## config.mk

```make
export PLATFORM = sky130hd
export DESIGN_NAME = irq_ctrl_top
export DESIGN_NICKNAME = d
export VERILOG_FILES = /design/src/rtl/irq_pkg.sv /design/src/rtl/irq_regs.sv /design/src/rtl/irq_arbiter.sv /design/src/rtl/irq_nest.sv /design/src/rtl/irq_ctrl_top.sv
export SDC_FILE = /design/constraint.sdc
export NUM_CORES = 1
export LEC_CHECK = 0
export CAP_MARGIN = 25
export CORE_UTILIZATION = 45
export DETAILED_ROUTE_END_ITERATION = 6
export HOLD_SLACK_MARGIN = 0.08
export PLACE_DENSITY_LB_ADDON = 0.2
export SYNTH_ARGS = -nofsm -noshare
export SYNTH_HDL_FRONTEND = slang
export SYNTH_SLANG_ARGS = --single-unit
```

## constraint.sdc

```tcl
create_clock -name clk -period 3.61 [get_ports clk]
set_input_delay 0.361 -clock clk [delete_from_list [all_inputs] [get_ports clk]]
set_output_delay 0.361 -clock clk [all_outputs]
set_load 0.02 [all_outputs]
```

## src/rtl/irq_pkg.sv

```systemverilog
`timescale 1ns/1ps
package irq_pkg;
  localparam int NSRC  = 6;
  localparam int IDX_W = 3;
  localparam int VEC_W = 16;
  localparam int NLVL  = 2;

  typedef enum logic [IDX_W-1:0] {
    SRC_EXT0 = 3'd0,
    SRC_TMR0 = 3'd1,
    SRC_EXT1 = 3'd2,
    SRC_TMR1 = 3'd3,
    SRC_SER  = 3'd4,
    SRC_TMR2 = 3'd5
  } irq_src_e;

  // service routine address: fixed base plus an eight-byte slot per source
  function automatic logic [VEC_W-1:0] vec_of(input logic [IDX_W-1:0] idx);
    return VEC_W'(16'h0003) + (VEC_W'(idx) << 3);
  endfunction

  // lowest set bit of a request vector
  function automatic logic [IDX_W-1:0] first_set(input logic [NSRC-1:0] v);
    logic [IDX_W-1:0] r;
    r = '0;
    for (int i = NSRC - 1; i >= 0; i--) begin
      if (v[i]) r = IDX_W'(i);
    end
    return r;
  endfunction
endpackage

```

## src/rtl/irq_regs.sv

```systemverilog
`timescale 1ns/1ps
module irq_regs #(
  parameter int DW = 8
) (
  input  logic          clk,
  input  logic          rst_n,
  input  logic          wr_en,
  input  logic          wr_sel,
  input  logic [DW-1:0] wr_data,
  output logic [DW-1:0] en_q,
  output logic [DW-1:0] pri_q
);
  always_ff @(posedge clk or negedge rst_n) begin
    if (!rst_n) begin
      en_q  <= '0;
      pri_q <= '0;
    end else if (wr_en) begin
      if (wr_sel) pri_q <= wr_data;
      else        en_q  <= wr_data;
    end
  end
endmodule

```

## src/rtl/irq_arbiter.sv

```systemverilog
`timescale 1ns/1ps
module irq_arbiter
  import irq_pkg::*;
#(
  parameter int DW         = 8,
  parameter int GLOBAL_BIT = 7
) (
  input  logic [NSRC-1:0]  req,
  input  logic [DW-1:0]    en_q,
  input  logic [DW-1:0]    pri_q,
  input  logic [NLVL-1:0]  isv,
  output logic             grant,
  output logic             grant_lvl,
  output logic [IDX_W-1:0] grant_idx
);
  logic [NSRC-1:0] live, hi, lo;

  assign live = req & en_q[NSRC-1:0] & {NSRC{en_q[GLOBAL_BIT]}};
  assign hi   = live & pri_q[NSRC-1:0];
  assign lo   = live & ~pri_q[NSRC-1:0];

  always_comb begin
    grant     = 1'b0;
    grant_lvl = 1'b0;
    grant_idx = '0;
    if (!isv[1]) begin
      if (|hi) begin
        grant     = 1'b1;
        grant_lvl = 1'b1;
        grant_idx = first_set(hi);
      end else if (!isv[0] && (|lo)) begin
        grant     = 1'b1;
        grant_idx = first_set(lo);
      end
    end
  end
endmodule

```

## src/rtl/irq_nest.sv

```systemverilog
`timescale 1ns/1ps
module irq_nest
  import irq_pkg::*;
#(
  parameter logic [NSRC-1:0] CLR_MASK = 6'b001111
) (
  input  logic             clk,
  input  logic             rst_n,
  input  logic             take,
  input  logic             take_lvl,
  input  logic [IDX_W-1:0] take_idx,
  input  logic             reti,
  output logic [NLVL-1:0]  isv_q,
  output logic [NSRC-1:0]  clr_q
);
  logic [NLVL-1:0][IDX_W-1:0] src_q;
  logic [NLVL-1:0]            rel, set;
  logic [IDX_W-1:0]           rel_src;
  logic [NSRC-1:0]            clr_nxt;

  always_comb begin
    rel = '0;
    if (reti) begin
      if (isv_q[1])      rel = 2'b10;
      else if (isv_q[0]) rel = 2'b01;
    end
    rel_src = isv_q[1] ? src_q[1] : src_q[0];
    clr_nxt = (|rel) ? ((NSRC'(1) << rel_src) & CLR_MASK) : '0;
    set     = take ? (take_lvl ? 2'b10 : 2'b01) : 2'b00;
  end

  always_ff @(posedge clk or negedge rst_n) begin
    if (!rst_n) begin
      isv_q <= '0;
      src_q <= '0;
      clr_q <= '0;
    end else begin
      isv_q <= (isv_q & ~rel) | set;
      clr_q <= clr_nxt;
      if (take) src_q[take_lvl] <= take_idx;
    end
  end
endmodule

```

## src/rtl/irq_ctrl_top.sv

```systemverilog
`timescale 1ns/1ps
module irq_ctrl_top
  import irq_pkg::*;
#(
  parameter int DW       = 8,
  parameter bit HAS_TMR2 = 1'b1
) (
  input  logic             clk,
  input  logic             rst_n,
  input  logic             reg_wr_en,
  input  logic             reg_wr_sel,
  input  logic [DW-1:0]    reg_wr_data,
  input  logic             ext0_req,
  input  logic             tmr0_flag,
  input  logic             ext1_req,
  input  logic             tmr1_flag,
  input  logic             ser_rx_flag,
  input  logic             ser_tx_flag,
  input  logic             tmr2_flag,
  input  logic             boundary,
  input  logic             reti,
  output logic             ack,
  output logic [IDX_W-1:0] ack_src,
  output logic [VEC_W-1:0] ack_vec,
  output logic [NSRC-1:0]  flag_clr
);
  logic [DW-1:0]    en_q, pri_q;
  logic [NSRC-1:0]  req;
  logic [NLVL-1:0]  isv_q;
  logic             grant, grant_lvl, take;
  logic [IDX_W-1:0] grant_idx;
  logic             t2_req;
  logic             ack_q;
  logic [IDX_W-1:0] src_q;

  generate
    if (HAS_TMR2) begin : g_t2
      assign t2_req = tmr2_flag;
    end else begin : g_no_t2
      assign t2_req = 1'b0;
    end
  endgenerate

  assign req = {t2_req, ser_rx_flag | ser_tx_flag, tmr1_flag, ext1_req, tmr0_flag, ext0_req};

  irq_regs #(.DW(DW)) regs_i (
    .clk(clk), .rst_n(rst_n), .wr_en(reg_wr_en), .wr_sel(reg_wr_sel),
    .wr_data(reg_wr_data), .en_q(en_q), .pri_q(pri_q)
  );

  irq_arbiter #(.DW(DW)) arb_i (
    .req(req), .en_q(en_q), .pri_q(pri_q), .isv(isv_q),
    .grant(grant), .grant_lvl(grant_lvl), .grant_idx(grant_idx)
  );

  assign take = grant & boundary;

  irq_nest nest_i (
    .clk(clk), .rst_n(rst_n), .take(take), .take_lvl(grant_lvl),
    .take_idx(grant_idx), .reti(reti), .isv_q(isv_q), .clr_q(flag_clr)
  );

  always_ff @(posedge clk or negedge rst_n) begin
    if (!rst_n) begin
      ack_q <= 1'b0;
      src_q <= '0;
    end else begin
      ack_q <= take;
      if (take) src_q <= grant_idx;
    end
  end

  assign ack     = ack_q;
  assign ack_src = src_q;
  assign ack_vec = vec_of(src_q);
endmodule

```

# Word level (Yosys, flattened, before mapping)
# Index checks and enable logic that the tools add are counted.
# Widths: inputs -> output; s select.
# op_classes
add_sub_neg,1
order_cmp,2
n_shift,1
muxes,30
bitwise,11
reduce_logical,8
# ops
cell,n
$mux 3,17
$and 6x6->6,4
$reduce_or 6->1,2
$mux 2,4
$add 2x6->7 const A,1
$bwmux 6,1
$mux 1,6
$not 6->6,1
$mux 4,1
$reduce_and 2->1,2
$shl 1x3->4 const A,1
$demux 3 s1,1
$and 2x2->2,1
$logic_and 1x1->1,2
$lt 1x2->1 const B,1
$not 2->2,1
$or 2x2->2,1
$reduce_or 2->1,1
$and 1x1->1,1
$ge 1x1->1 const B,1
$logic_not 1->1,1
$not 1->1,1
$or 1x1->1,1
# word_totals
reg_bits,32
input_bits,21
output_inout_bits,26
elab_cells,61

# Depth between registers and ports, before layout
# logic_depth
depth_word,14
mapped_depth,6
mapped_depth_nobuf,5

# Modules after synthesis
# From an unflattened synthesis, not the netlist that was laid out.
# hier_totals
hier_cells,143
area_unflattened_um2,1769.2
# modules_own_cells
module,n_inst,cells_per_inst,area_per_inst_um2,seq_area_each_um2
irq_regs,1,35,641.9,400.4
irq_nest,1,42,544.3,300.3
irq_arbiter,1,38,294.0,0.0
irq_ctrl_top,1,28,289.0,100.1

# Worst setup path before layout
# Ideal clock, no wire load.
# synth_timing
path_kind,input port to flip-flop
startpoint,input ser_tx_flag
endpoint,register nest_i.src_q[0] in the netlist's numbering
setup_ns,0.125
t_arrival_ns,1.882
t_required_ns,3.485
slack_ns,1.603
cell_stages,5
path_buffers,0
path_cell_list,o211a_1 a21bo_1 or3_4 nor4b_4 mux2_2
# synth_via
elab_chain_len,13
elab_cells_between_ends,33
classes_between,2 x order compare; 21 x mux; 6 x bitwise; 4 x reduce/logical
# synth_rtl
element,line,rtl
from (decl),irq_ctrl_top.sv:18,"input logic ser_tx_flag,"
$or 1x1->1 *,irq_ctrl_top.sv:44,"assign req = {t2_req, ser_rx_flag | ser_tx_flag, tmr1_flag, ext1_req, tmr0_flag, ext0_req};"
$and 6x6->6 * (2 in a row),irq_arbiter.sv:18,assign live = req & en_q[NSRC-1:0] & {NSRC{en_q[GLOBAL_BIT]}};
branches (longest 10 deep; another with $lt 1x2->1),--,
"to (signal, indexed assignment)",irq_nest.sv:40,if (take) src_q[take_lvl] <= take_idx;
to (decl),irq_nest.sv:16,logic [NLVL-1:0][IDX_W-1:0] src_q;
# Mark *: on every way between the ends.
# A chain may end at the register's enable or synchronous reset.

# Worst setup path after layout
# layout_timing
startpoint,input ser_tx_flag
endpoint,register nest_i.src_q[2] in the netlist's numbering
# The elaborated chain is that of the path after synthesis.

==> flow_metrics.py <==
metrics = {
    "run_status": {
        "outcome": "completed",
    },
    "floorplan": {
        "die_width_um": 60.9,
        "die_y_um": 60.9,
        "placementRows": 21,
        "die-area_sq_um": 3710,
        "fp.coreArea_sq_um": 3340,
        "initial_core_util_pct": 46.8,
        "io_pins": 47,
    },
    "place": {
        "place_ws_ns": 1.01,
        "hpwl_um": 2120,
        "io_buffers": 30,
        "place_congestion": 0.751,
        "place_area_sq_um": 1830,
        "dp_cells": 211,
    },
    "timing": {
        "tightest_slew_ns": 0.646,
        "post-route-min-period_ns": 2.25,
        "rsz0062_at_grt": "false",
        "setup_viol_count_final": 0,
        "finalMaxSlewViolations": 0,
        "hold_viol": 0,
        "skew_ns": 0.00317,
        "timing.final.ws_setup_ns": 1.36,
        "max_slew_margin_pct": 56.9,
        "max_clock_freq_ghz": 0.444,
        "post-route-period-util_pct": 62.4,
        "fin_tns_setup_ns": 0,
    },
    "cells_and_area": {
        "syn_to_final_growth_pct": 20.6,
        "fin_area_sq_um": 1880,
        "fin_cells": 218,
        "drive_gt1_share_pct": 16.9,
        "fin_nets": 193,
        "final_util_pct": 56.4,
        "antenna_cells": 0,
    },
    "cts": {
        "clkSinkCount": 29,
        "postCtsHoldBufs": 0,
        "path_clk_slew_ns": 0.08,
        "clockBufferDepth": 2,
        "post-cts-setup-buffers": 0,
        "cts-root-buf": "clkbuf_4",
        "cts_tree": "yes",
        "clkLatencyLatePin_ns": 0.33,
        "h-tree-depth": 2,
        "post_cts_resized": 0,
        "cts_buffers": 5,
    },
    "flow_run": {
        "max-cap-violations": 0,
    },
    "worst_setup_path": {
        "r2r-end": "nest_i.src_q[2]$_DFFE_PN0P_",
        "critPathKind": "in2reg",
        "critPathMaxFanout": 5,
        "slowest_stage": "clkdlybuf4s50_1",
        "endpoint_kind": "flip-flop",
        "crit_start": "ser_tx_flag",
        "reg2regPathDepth": 5,
        "rrSetupSlack_ns": 1.36,
        "cpPeakStageDelay_ns": 0.45,
        "required_ns": 3.83,
        "cp.arrival_ns": 2.47,
        "path_cells": "clkdlybuf4s50_1, o211a_1, a21bo_1, or3_4, nor4b_4, mux2_2",
        "crit_family": "simple AND/OR/NAND/NOR gates",
        "critPathBufInv": 1,
        "r2r_start": "regs_i.en_q[7]$_DFFE_PN0P_",
        "start_kind": "input port",
    },
    "logic_synthesis": {
        "ys_seq_elements": 29,
        "syn-mean-instance-area_sq_um": 11.0,
        "postSynthCellCount": 142,
        "ys_warn_count": 0,
        "ys.flop_type": "dfrtp_1",
        "syn_area_sq_um": 1560,
        "ys_types": 36,
        "seq_area_frac_synth_pct": 46.5,
        "synth_edf_count": 0,
        "async_flop_share_pct": 100,
    },
    "global_routing": {
        "grt_pass1_wl_um": 4740,
        "antenna_found_initial": 0,
        "grt_pass1_vias": 1107,
        "grt-ovfl-total": 0,
        "grt_max_degree": 30,
        "globalRouteTotalUtil_pct": 18.1,
    },
    "drt": {
        "drc_errors": 0,
        "drt-vias-per-instance": 5.20,
        "dr_total_vias": 1133,
        "drtPass1Iterations": 4,
        "wire_per_inst_um": 12.9,
        "drtIter0Drc": 25,
        "drtAntennaViolNets": 0,
        "wirelength_um": 2810,
    },
    "power_and_ir_drop": {
        "powerDensity_nw_per_um2": 570,
        "irDropWorstVdd_mv": 0.218,
        "p_leak_nw": 0.830,
    },
    "min_path": {
        "hold_path_class": "in2async",
    },
}
sequential cells by signal, indices dropped and copies added (netlist names):
signal        count
ack               1
ack_src           3
nest_i.clr_q      4
nest_i.isv_q      2
nest_i.src_q      6
regs_i.en_q       7
regs_i.pri_q      6
report_power, final:
group          switching [mW]  internal (mW)
sequential             0.0812          0.407
clock                   0.105         0.0917
combinational           0.185          0.203
total                   0.372          0.701
through the flow:
step                      hold slack [ns]  power [mW]
final                               0.411        1.07
after global routing                0.450        1.15
after floorplan                    0.0654       0.761
after global placement              0.494       0.869
after detailed placement            0.509       0.885
after CTS                           0.421        1.08
logic make-up after synthesis:
group / share of synthesized area [%]
AND/OR/NAND/NOR: 16.7
flip-flops: 46.5
AO/OA/AOI/OAI: 11.5
buffers and inverters: 10.4
multiplexers: 14.4
other: 0.481
final cells by class:
class                   instances  area (sq um)
inverters                       4          15.0
clock buffers                   7          55.1
repair buffers                 31           308
well taps                      46          57.6
flip-flops and latches         29           726
multi-input cells             101           721
fillers                       306          1460
cells in the mapped netlist (2+ instances only):
library cell,count,area (sq um)
dfrtp_1,29,726
mux2_2,20,225
buf_4,18,135
nand2_1,7,26.3
o21ai_0,7,35.0
nand4b_1,6,52.6
nor2_1,6,22.5
nand4_1,5,31.3
inv_1,4,15.0
a31oi_1,3,18.8
nor2b_1,3,18.8
o21a_1,3,22.5
a21oi_1,2,10.0
a22o_1,2,17.5
and3_1,2,12.5
clkbuf_1,2,7.51
conb_1,2,7.51
nand3_1,2,10.0
nor3b_1,2,15.0
routing by layer:
layer / up-vias / global-route usage [%] / routed length [um]
met5: - / 0 / 0
met4: 0 / 9.74 / 66
met3: 7 / 5.12 / 123
met2: 30 / 31.2 / 1400
met1: 553 / 20.4 / 1220
li1: 543 / - / -
placed cells by master, fill, tap and decap left out, types with 3 or more instances in the layout:
cell             synthesis  routed
nand4b_1                 6       6
clkbuf_4                 0       5
dfrtp_1                 29      29
clkdlybuf4s50_1          0      30
o21a_1                   3       3
conb_1                   2      15
nor2_1                   6       6
nand4_1                  5       5
nor2b_1                  3       3
a31oi_1                  3       3
nand2_1                  7       7
o21ai_0                  7       7
mux2_2                  20      20
inv_1                    4       4
how the worst max path moves through the flow:
| stage | cells past startpoint | slack, ns | endpoint |
|---|---|---|---|
| after detailed placement | 6 | 1.01 | nest_i.src_q[2]$_DFFE_PN0P_ |
| after global routing | 5 | 1.21 | nest_i.src_q[2]$_DFFE_PN0P_ |
| after global placement | 6 | 1.06 | nest_i.src_q[1]$_DFFE_PN0P_ |
| final | 6 | 1.36 | nest_i.src_q[2]$_DFFE_PN0P_ |
| after CTS | 5 | 1.34 | nest_i.src_q[2]$_DFFE_PN0P_ |
| after floorplan | 5 | 1.60 | nest_i.src_q[0]$_DFFE_PN0P_ |
No activity file was read; power rests on OpenSTA's default activity.
